[config.mk]
export PLATFORM = sky130hd
export DESIGN_NAME = reset_release_seq
export DESIGN_NICKNAME = d
export VERILOG_FILES = /design/src/rtl/rst_seq_pkg.sv /design/src/rtl/rst_src_merge.sv /design/src/rtl/rst_limit_sel.sv /design/src/rtl/rst_hold_ctr.sv /design/src/rtl/reset_release_seq.sv
export SDC_FILE = /design/constraint.sdc
export NUM_CORES = 1
export LEC_CHECK = 0
export BUFFER_PORTS_ARGS = -buffer_cell sky130_fd_sc_hd__clkbuf_2
export CAP_MARGIN = 20
export CORE_ASPECT_RATIO = 1.5
export CORE_UTILIZATION = 40
export DETAILED_ROUTE_END_ITERATION = 12
export PLACE_DENSITY = 0.75
export SYNTH_ARGS = -nofsm -noshare
export SYNTH_HDL_FRONTEND = slang
export SYNTH_SLANG_ARGS = --single-unit
[constraint.sdc]
create_clock -name clk_slow_i -period 3.6 [get_ports clk_slow_i]
set_clock_uncertainty 0.15 [all_clocks]
set_input_delay 0.18 -clock clk_slow_i [delete_from_list [all_inputs] [get_ports clk_slow_i]]
set_output_delay 0.18 -clock clk_slow_i [all_outputs]
set_load 0.01 [all_outputs]
[src/rtl/rst_seq_pkg.sv]
// Shared types and helpers for the reset sequencer.
// Assumes: cause codes are fixed and read by software, so values are explicit.
package rst_seq_pkg;

    typedef enum logic [2:0] {
        CAUSE_NONE = 3'd0,
        CAUSE_POR  = 3'd1,
        CAUSE_BOR  = 3'd2,
        CAUSE_WDT  = 3'd3,
        CAUSE_PIN  = 3'd4,
        CAUSE_DBG  = 3'd5
    } cause_e;

    // True for causes that take the fixed supply timeout.
    function automatic logic is_supply(input logic [2:0] c);
        return (c == CAUSE_POR) || (c == CAUSE_BOR);
    endfunction

endpackage

[src/rtl/rst_src_merge.sv]
// Merges the reset requests into one flag and a priority-encoded cause.
// Assumes: pin level is already synchronised; a low pin is a request.
module rst_src_merge
    import rst_seq_pkg::*;
(
    input  logic       por_i,
    input  logic       bor_i,
    input  logic       wdt_i,
    input  logic       pin_level_i,
    input  logic       dbg_i,
    output logic       any_o,
    output logic [2:0] cause_o
);

    // Any request present this cycle.
    assign any_o = por_i | bor_i | wdt_i | ~pin_level_i | dbg_i;

    // Fixed priority: supply first, then watchdog, pin, debugger.
    always_comb begin
        if (por_i)             cause_o = CAUSE_POR;
        else if (bor_i)        cause_o = CAUSE_BOR;
        else if (wdt_i)        cause_o = CAUSE_WDT;
        else if (!pin_level_i) cause_o = CAUSE_PIN;
        else if (dbg_i)        cause_o = CAUSE_DBG;
        else                   cause_o = CAUSE_NONE;
    end

endmodule

[src/rtl/rst_limit_sel.sv]
// Picks the release count from the latched cause and the fuse code.
// Assumes: FUSE_BASE << 7 and SUPPLY_TICKS both fit in CNT_W bits.
module rst_limit_sel
    import rst_seq_pkg::*;
#(
    parameter int CNT_W        = 11,
    parameter int SUPPLY_TICKS = 1025,
    parameter int FUSE_BASE    = 4,
    parameter int FUSE_W       = 3
) (
    input  logic [2:0]        cause_i,
    input  logic [FUSE_W-1:0] fuse_i,
    output logic [CNT_W-1:0]  limit_o
);

    localparam int N_CODES = 1 << FUSE_W;

    logic [CNT_W-1:0] fuse_lut [N_CODES];

    // Fuse table computed as a power-of-two ladder.
    for (genvar k = 0; k < N_CODES; k++) begin : g_lut
        assign fuse_lut[k] = CNT_W'(FUSE_BASE << k);
    end

    // Supply causes use the fixed count, others the fuse entry.
    always_comb begin
        if (is_supply(cause_i)) limit_o = CNT_W'(SUPPLY_TICKS);
        else                    limit_o = fuse_lut[fuse_i];
    end

endmodule

[src/rtl/rst_hold_ctr.sv]
// Hold flag plus startup counter. The flag is set by any request and cleared
// after limit_i consecutive request-free edges.
// Assumes: limit_i >= 1 and stable while counting.
module rst_hold_ctr #(
    parameter int CNT_W = 11
) (
    input  logic             clk,
    input  logic             rst_n,
    input  logic             req_i,
    input  logic [CNT_W-1:0] limit_i,
    output logic             hold_o
);

    logic [CNT_W-1:0] cnt_q;
    logic             hold_q;

    // Set on request, count while quiet, clear at the limit.
    always_ff @(posedge clk) begin
        if (!rst_n || req_i) begin
            hold_q <= 1'b1;
            cnt_q  <= '0;
        end else if (hold_q) begin
            if (cnt_q == limit_i - CNT_W'(1)) begin
                hold_q <= 1'b0;
                cnt_q  <= '0;
            end else begin
                cnt_q <= cnt_q + CNT_W'(1);
            end
        end
    end

    assign hold_o = hold_q;

endmodule

[src/rtl/reset_release_seq.sv]
// Top of the reset sequencer: request merge, cause register, timeout select
// and hold counter. Runs entirely on the slow RC clock.
// Assumes: rst_n models the initial power-up state and is synchronous.
module reset_release_seq
    import rst_seq_pkg::*;
#(
    parameter int          CNT_W        = 11,
    parameter int          SUPPLY_TICKS = 1025,
    parameter int          FUSE_BASE    = 4,
    parameter int          FUSE_W       = 3,
    parameter int          VEC_W        = 16,
    parameter logic [15:0] RESET_VEC    = 16'hFFF0
) (
    input  logic              clk_slow_i,
    input  logic              rst_n,
    input  logic              por_i,
    input  logic              bor_i,
    input  logic              wdt_ovf_i,
    input  logic              pin_level_i,
    input  logic              dbg_rst_i,
    input  logic [FUSE_W-1:0] fuse_dly_i,
    output logic              core_rst_o,
    output logic [VEC_W-1:0]  rst_vec_o,
    output logic [2:0]        cause_o
);

    logic             req_any;
    logic [2:0]       req_cause;
    logic [2:0]       cause_q;
    logic [CNT_W-1:0] limit;

    rst_src_merge u_merge (
        .por_i       (por_i),
        .bor_i       (bor_i),
        .wdt_i       (wdt_ovf_i),
        .pin_level_i (pin_level_i),
        .dbg_i       (dbg_rst_i),
        .any_o       (req_any),
        .cause_o     (req_cause)
    );

    // Cause register: power-up after init, then latest request.
    always_ff @(posedge clk_slow_i) begin
        if (!rst_n)       cause_q <= CAUSE_POR;
        else if (req_any) cause_q <= req_cause;
    end

    rst_limit_sel #(
        .CNT_W        (CNT_W),
        .SUPPLY_TICKS (SUPPLY_TICKS),
        .FUSE_BASE    (FUSE_BASE),
        .FUSE_W       (FUSE_W)
    ) u_limit (
        .cause_i (cause_q),
        .fuse_i  (fuse_dly_i),
        .limit_o (limit)
    );

    rst_hold_ctr #(
        .CNT_W (CNT_W)
    ) u_hold (
        .clk     (clk_slow_i),
        .rst_n   (rst_n),
        .req_i   (req_any),
        .limit_i (limit),
        .hold_o  (core_rst_o)
    );

    assign rst_vec_o = VEC_W'(RESET_VEC);
    assign cause_o   = cause_q;

endmodule

; Yosys cells after proc, flatten, opt, wreduce, memory -nomap -nowiden
; Memories as Yosys holds them, arrays and structs flattened.
; Index checks and enable logic that the tools add are counted.
[totals]
reg_bits = 15
mem_bits_ro = 88
inputBits = 10
output_inout_bits = 20
word_cells = 30
n_memories = 1
[mem_list]
columns = name, depth, width, rd, rd_clocked_by_memory_dff, wr, line
row1 = (no name shown), 8, 11, 1, 0, 0, rst_limit_sel.sv:28  ; else limit_o = fuse_lut[fuse_i];
[classes]
addsub = 2
order_cmp = 1
eq_ne = 3
n_mux = 11
bitwise = 6
n_reduce_logical = 3
[ops]
columns = cell, n
row1 = 11-bit two-way mux, 4
row2 = 3-bit two-way mux, 5
row3 = "11-bit by 1-bit adder with 11-bit output, second input constant", 1
row4 = 11-bit == test, 1
row5 = "11-bit by 1-bit subtractor with 11-bit output, second input constant", 1
row6 = "4-bit >= comparator, second input constant", 1
row7 = 3-bit inverter with 4-bit output, 1
row8 = 1-bit bitwise OR, 4
row9 = "3-bit by 1-bit == test with 1-bit output, second input constant", 1
row10 = "3-bit by 2-bit == test with 1-bit output, second input constant", 1
row11 = 1-bit logical OR, 2
row12 = 1-bit two-way mux, 2
row13 = 1-bit zero test, 1
row14 = 1-bit inverter, 1

; Logic depth before layout (Yosys ltp)
[logic_depth]
word_depth = 9
ltp_mapped = 7
depth_no_buf = 6

; By module
; A second synthesis with hierarchy kept.
[unflattened]
hier_cells = 172
area_unflattened_um2 = 1403.8
[modules_own_cells]
columns = module, instances, cells_per_inst, area_each_um2, seq_area_each_um2
row1 = rst_hold_ctr, 1, 119, 982.2, 240.2
row2 = reset_release_seq, 1, 27, 234.0, 60.1
row3 = rst_limit_sel, 1, 18, 141.4, 0.0
row4 = rst_src_merge, 1, 8, 46.3, 0.0

; Least setup slack after synthesis
; No wires, ideal clock.
[synth_path]
path_type = register -> register
startpoint = reg u_hold.cnt_q[0]
endpoint = reg u_hold.cnt_q[5]
setup_time_ns = 0.115
t_arrival_ns = 1.712
required_time_ns = 3.335
setup_slack_ns = 1.623
path_stages_with_launch = 7
path_buffers = 1
period_less_slack_ns = 1.977
cell_sequence = dfxtp_1 -> or4_1 -> or4_1 -> o41ai_2 -> a41o_1 -> buf_6 -> nor2_1
[synth_via]
elab_chain_len = 2
elab_cells_between_ends = 3
classes_between = 1 x add/sub / 1 x eq/ne / 1 x mux
[synth_lines]
columns = element, line
row1 = from (decl), rst_hold_ctr.sv:14  ; logic [CNT_W-1:0] cnt_q;
row2 = from (signal assigned), rst_hold_ctr.sv:27  ; cnt_q <= cnt_q + CNT_W'(1);
row3 = 11-bit by 1-bit adder with 11-bit output or 11-bit == test (tied branches), "rst_hold_ctr.sv:27, rst_hold_ctr.sv:23"
row4 = 11-bit two-way mux *, rst_hold_ctr.sv:23  ; if (cnt_q == limit_i - CNT_W'(1)) begin
; Every way passes the cells marked *; elsewhere a longest branch is shown, timed or not.
; A chain may end at the register's enable or synchronous reset.

; Worst setup path after layout
[layout_path]
startpoint = reg u_hold.cnt_q[0]
endpoint = reg u_hold.cnt_q[8]
; Same word-level chain as after synthesis.

==> flow_summary.ini <==
[setup_path]
cp-start-kind = flop
reg2reg_depth = 5
r2r-end = u_hold.cnt_q[8]
rr_startpoint = u_hold.cnt_q[0]
endpoint_kind = flop
required_ns = 3.63
r2r_slack_ns = 1.43
cp.arrival_ns = 2.20
critical_path_class = flop to flop
path_max_fanout = 9

[pwr]
power.switching_mw = 0.07807
seqPwrFrac_pct = 56.5
p_leak_nw = 0.3833
powerDensity_nw_per_um2 = 294.6
p_comb_share_pct = 11.3
clkPwrFrac_pct = 32.2
swShare_pct = 26.08
p_int_mw = 0.2213
ir_drop_v = 0.0002052

[placement]
port_buffers = 13
hpwlAfterDp_um = 1383
post-place-ws_ns = 1.438
routabilityCongestion = 0.8455

[synth]
synth.distinct_cells = 36
yosys_most_used_dff = dfxtp_1
avgSynthCellArea_um2 = 8.143
synth_top_area_share_pct = 31.25
synth_cells = 118
ys_warn_count = 0
synth_edf_count = 0
ys_ff_latch = 15
seq_area_frac_synth_pct = 31.25
ys_top_cells_by_area = dfxtp_1 (31%), buf_4 (13%), nor2_1 (6.6%)
async_flop_share_pct = 0
netlist_area_um2 = 960.9
yosysTopAreaCell = dfxtp_1

[detailed_routing]
drc = 0
drt-pass1-iter-count = 4
drt_iter0_markers = 15
dr_total_vias = 810
post_drt_wl_per_cell_um = 11.64
detail-route-antenna-nets = 0
vias_per_cell = 5.226
routed_wl_um = 1804

[layout]
drive_gt1_share_pct = 15.15
syn_to_final_growth_pct = 5.729
final_nets = 144
final_cell_mix = nor2_1 (17), conb_1 (16), dfxtp_1 (15), clkbuf_2 (13), nand2_1 (10)
layout_commonest_cell = nor2_1
num_antenna_cells = 0

[floorplanning]
die_y_um = 62.03
rows = 21
core_um2 = 2260
die_w_um = 42.02
ioPinCount = 30
die_area_um2 = 2607
initial_core_util_pct = 42.52

[cts]
post_cts_buffers = 0
cts_sinks = 15
postCtsResizedCells = 0
insertion_delay_ns = 0.29
clockBufferDepth = 2
cts.htree.levels = 1
cts_tree = built
cts_inserted_buffers = 3
clk_pin_slew_ns = 0.09
postCtsHoldBufs = 2
cts_root_buf = clkbuf_4

[timing]
finalCritPeriodShare_pct = 60.20
hold_ws_ns = 0.002409
setup_ws_ns = 1.433
fmax_mhz = 461.5
slew_violations = 0
period_needed_ns = 2.167
hold_violations = 0
tns_ns = 0
setup_viol = 0
rsz0062_at_grt = no

[run_status]
status = completed

[grt]
antenna_found_initial = 0
grt_pass1_wl_um = 3063
grt_max_degree = 10
grt-ovfl-total = 0
grt_use_total_pct = 15.70
first_global_vias = 733

[worst_hold_path]
worstHoldPathCells = 3
min_to = cause_o[1]
hold_path.class = input port to flop
hp-start = rst_n

[flow_run]
maxCapViolCount = 0
Yosys cell counts (2+ instances only):
cell type and number:
nor3_1 4, a21oi_1 2, nand4_1 4, or4_1 2, a221oi_1 2, nand2b_1 2, conb_1 2, clkbuf_1 2
xnor2_1 6, inv_1 3, nor2_1 17, nor2b_1 4, xor2_1 5, buf_4 16, nand2_1 10, dfxtp_1 15
nand3_1 3
through the flow:
stage	cell area, µm²	instances	total power [mW]	utilization [%]
after floorplan	1013	132	0.2062	-
after global placement	968.4	149	0.2042	42.86
after detailed placement	968.4	149	0.2048	42.86
after CTS	1016	155	0.3019	44.96
after global routing	1016	155	0.3184	44.96
final	1016	155	0.2993	44.96
cells by family after synthesis:
| logic type | synth area share, % |
|---|---|
| other | 0.7815 |
| and+or+nand+nor | 23.83 |
| xor gates and xnor gates | 10.03 |
| adders and majority gates | 1.302 |
| DFF | 31.25 |
| AOI/OAI and AO/OA | 17.19 |
| buffers and inverters | 15.63 |
metal layers:
layer	wire length [µm]	global-route usage (%)	share of wire, %
met1	768	17.22	43
met3	102	3.468	5.7
met5	0	0	0
met4	59	9.821	3.3
met2	874	27.90	48
registers in the layout (all words and copies together) (netlist names):
name and count:
u_hold.hold_o 1, u_hold.cnt_q 11, cause_o 3
worst max path at each step:
stage | from | to | slack (ns)
global placement | u_hold.cnt_q[0] | u_hold.cnt_q[5] | 1.50
floorplan | u_hold.cnt_q[0] | u_hold.cnt_q[5] | 1.62
finish | u_hold.cnt_q[0] | u_hold.cnt_q[8] | 1.43
global route | u_hold.cnt_q[0] | u_hold.cnt_q[7] | 1.34
detailed placement | u_hold.cnt_q[0] | u_hold.cnt_q[8] | 1.44
CTS | u_hold.cnt_q[0] | u_hold.cnt_q[8] | 1.44
layout make-up:
type                            count  area [µm²]
Tap cell                           23       28.78
Clock buffer                        3       22.52
Multi-Input combinational cell     95       563.0
Inverter                            3       11.26
Clock inverter                      1       5.005
Fill cell                         230        1244
Sequential cell                    15       300.3
Timing Repair Buffer               15       85.08
power groups by stage:
stage | sequential (mW) | combinational, mW | clock [mW]
3_3_place_gp | 0.173 | 0.0312 | 0
3_5_place_dp | 0.173 | 0.0317 | 0
2_1_floorplan | 0.173 | 0.0328 | 0
6_report | 0.169 | 0.0338 | 0.0963
5_1_grt | 0.170 | 0.0382 | 0.111
4_1_cts | 0.169 | 0.0335 | 0.0992
critical path, cell delays in order (launching register included):
cell,delay (ns)
dfxtp_1,0.36
or4_1,0.52
or4_1,0.43
o41ai_2,0.10
a41o_1,0.42
nor2_1,0.09
(Power assumes the default switching activity.)
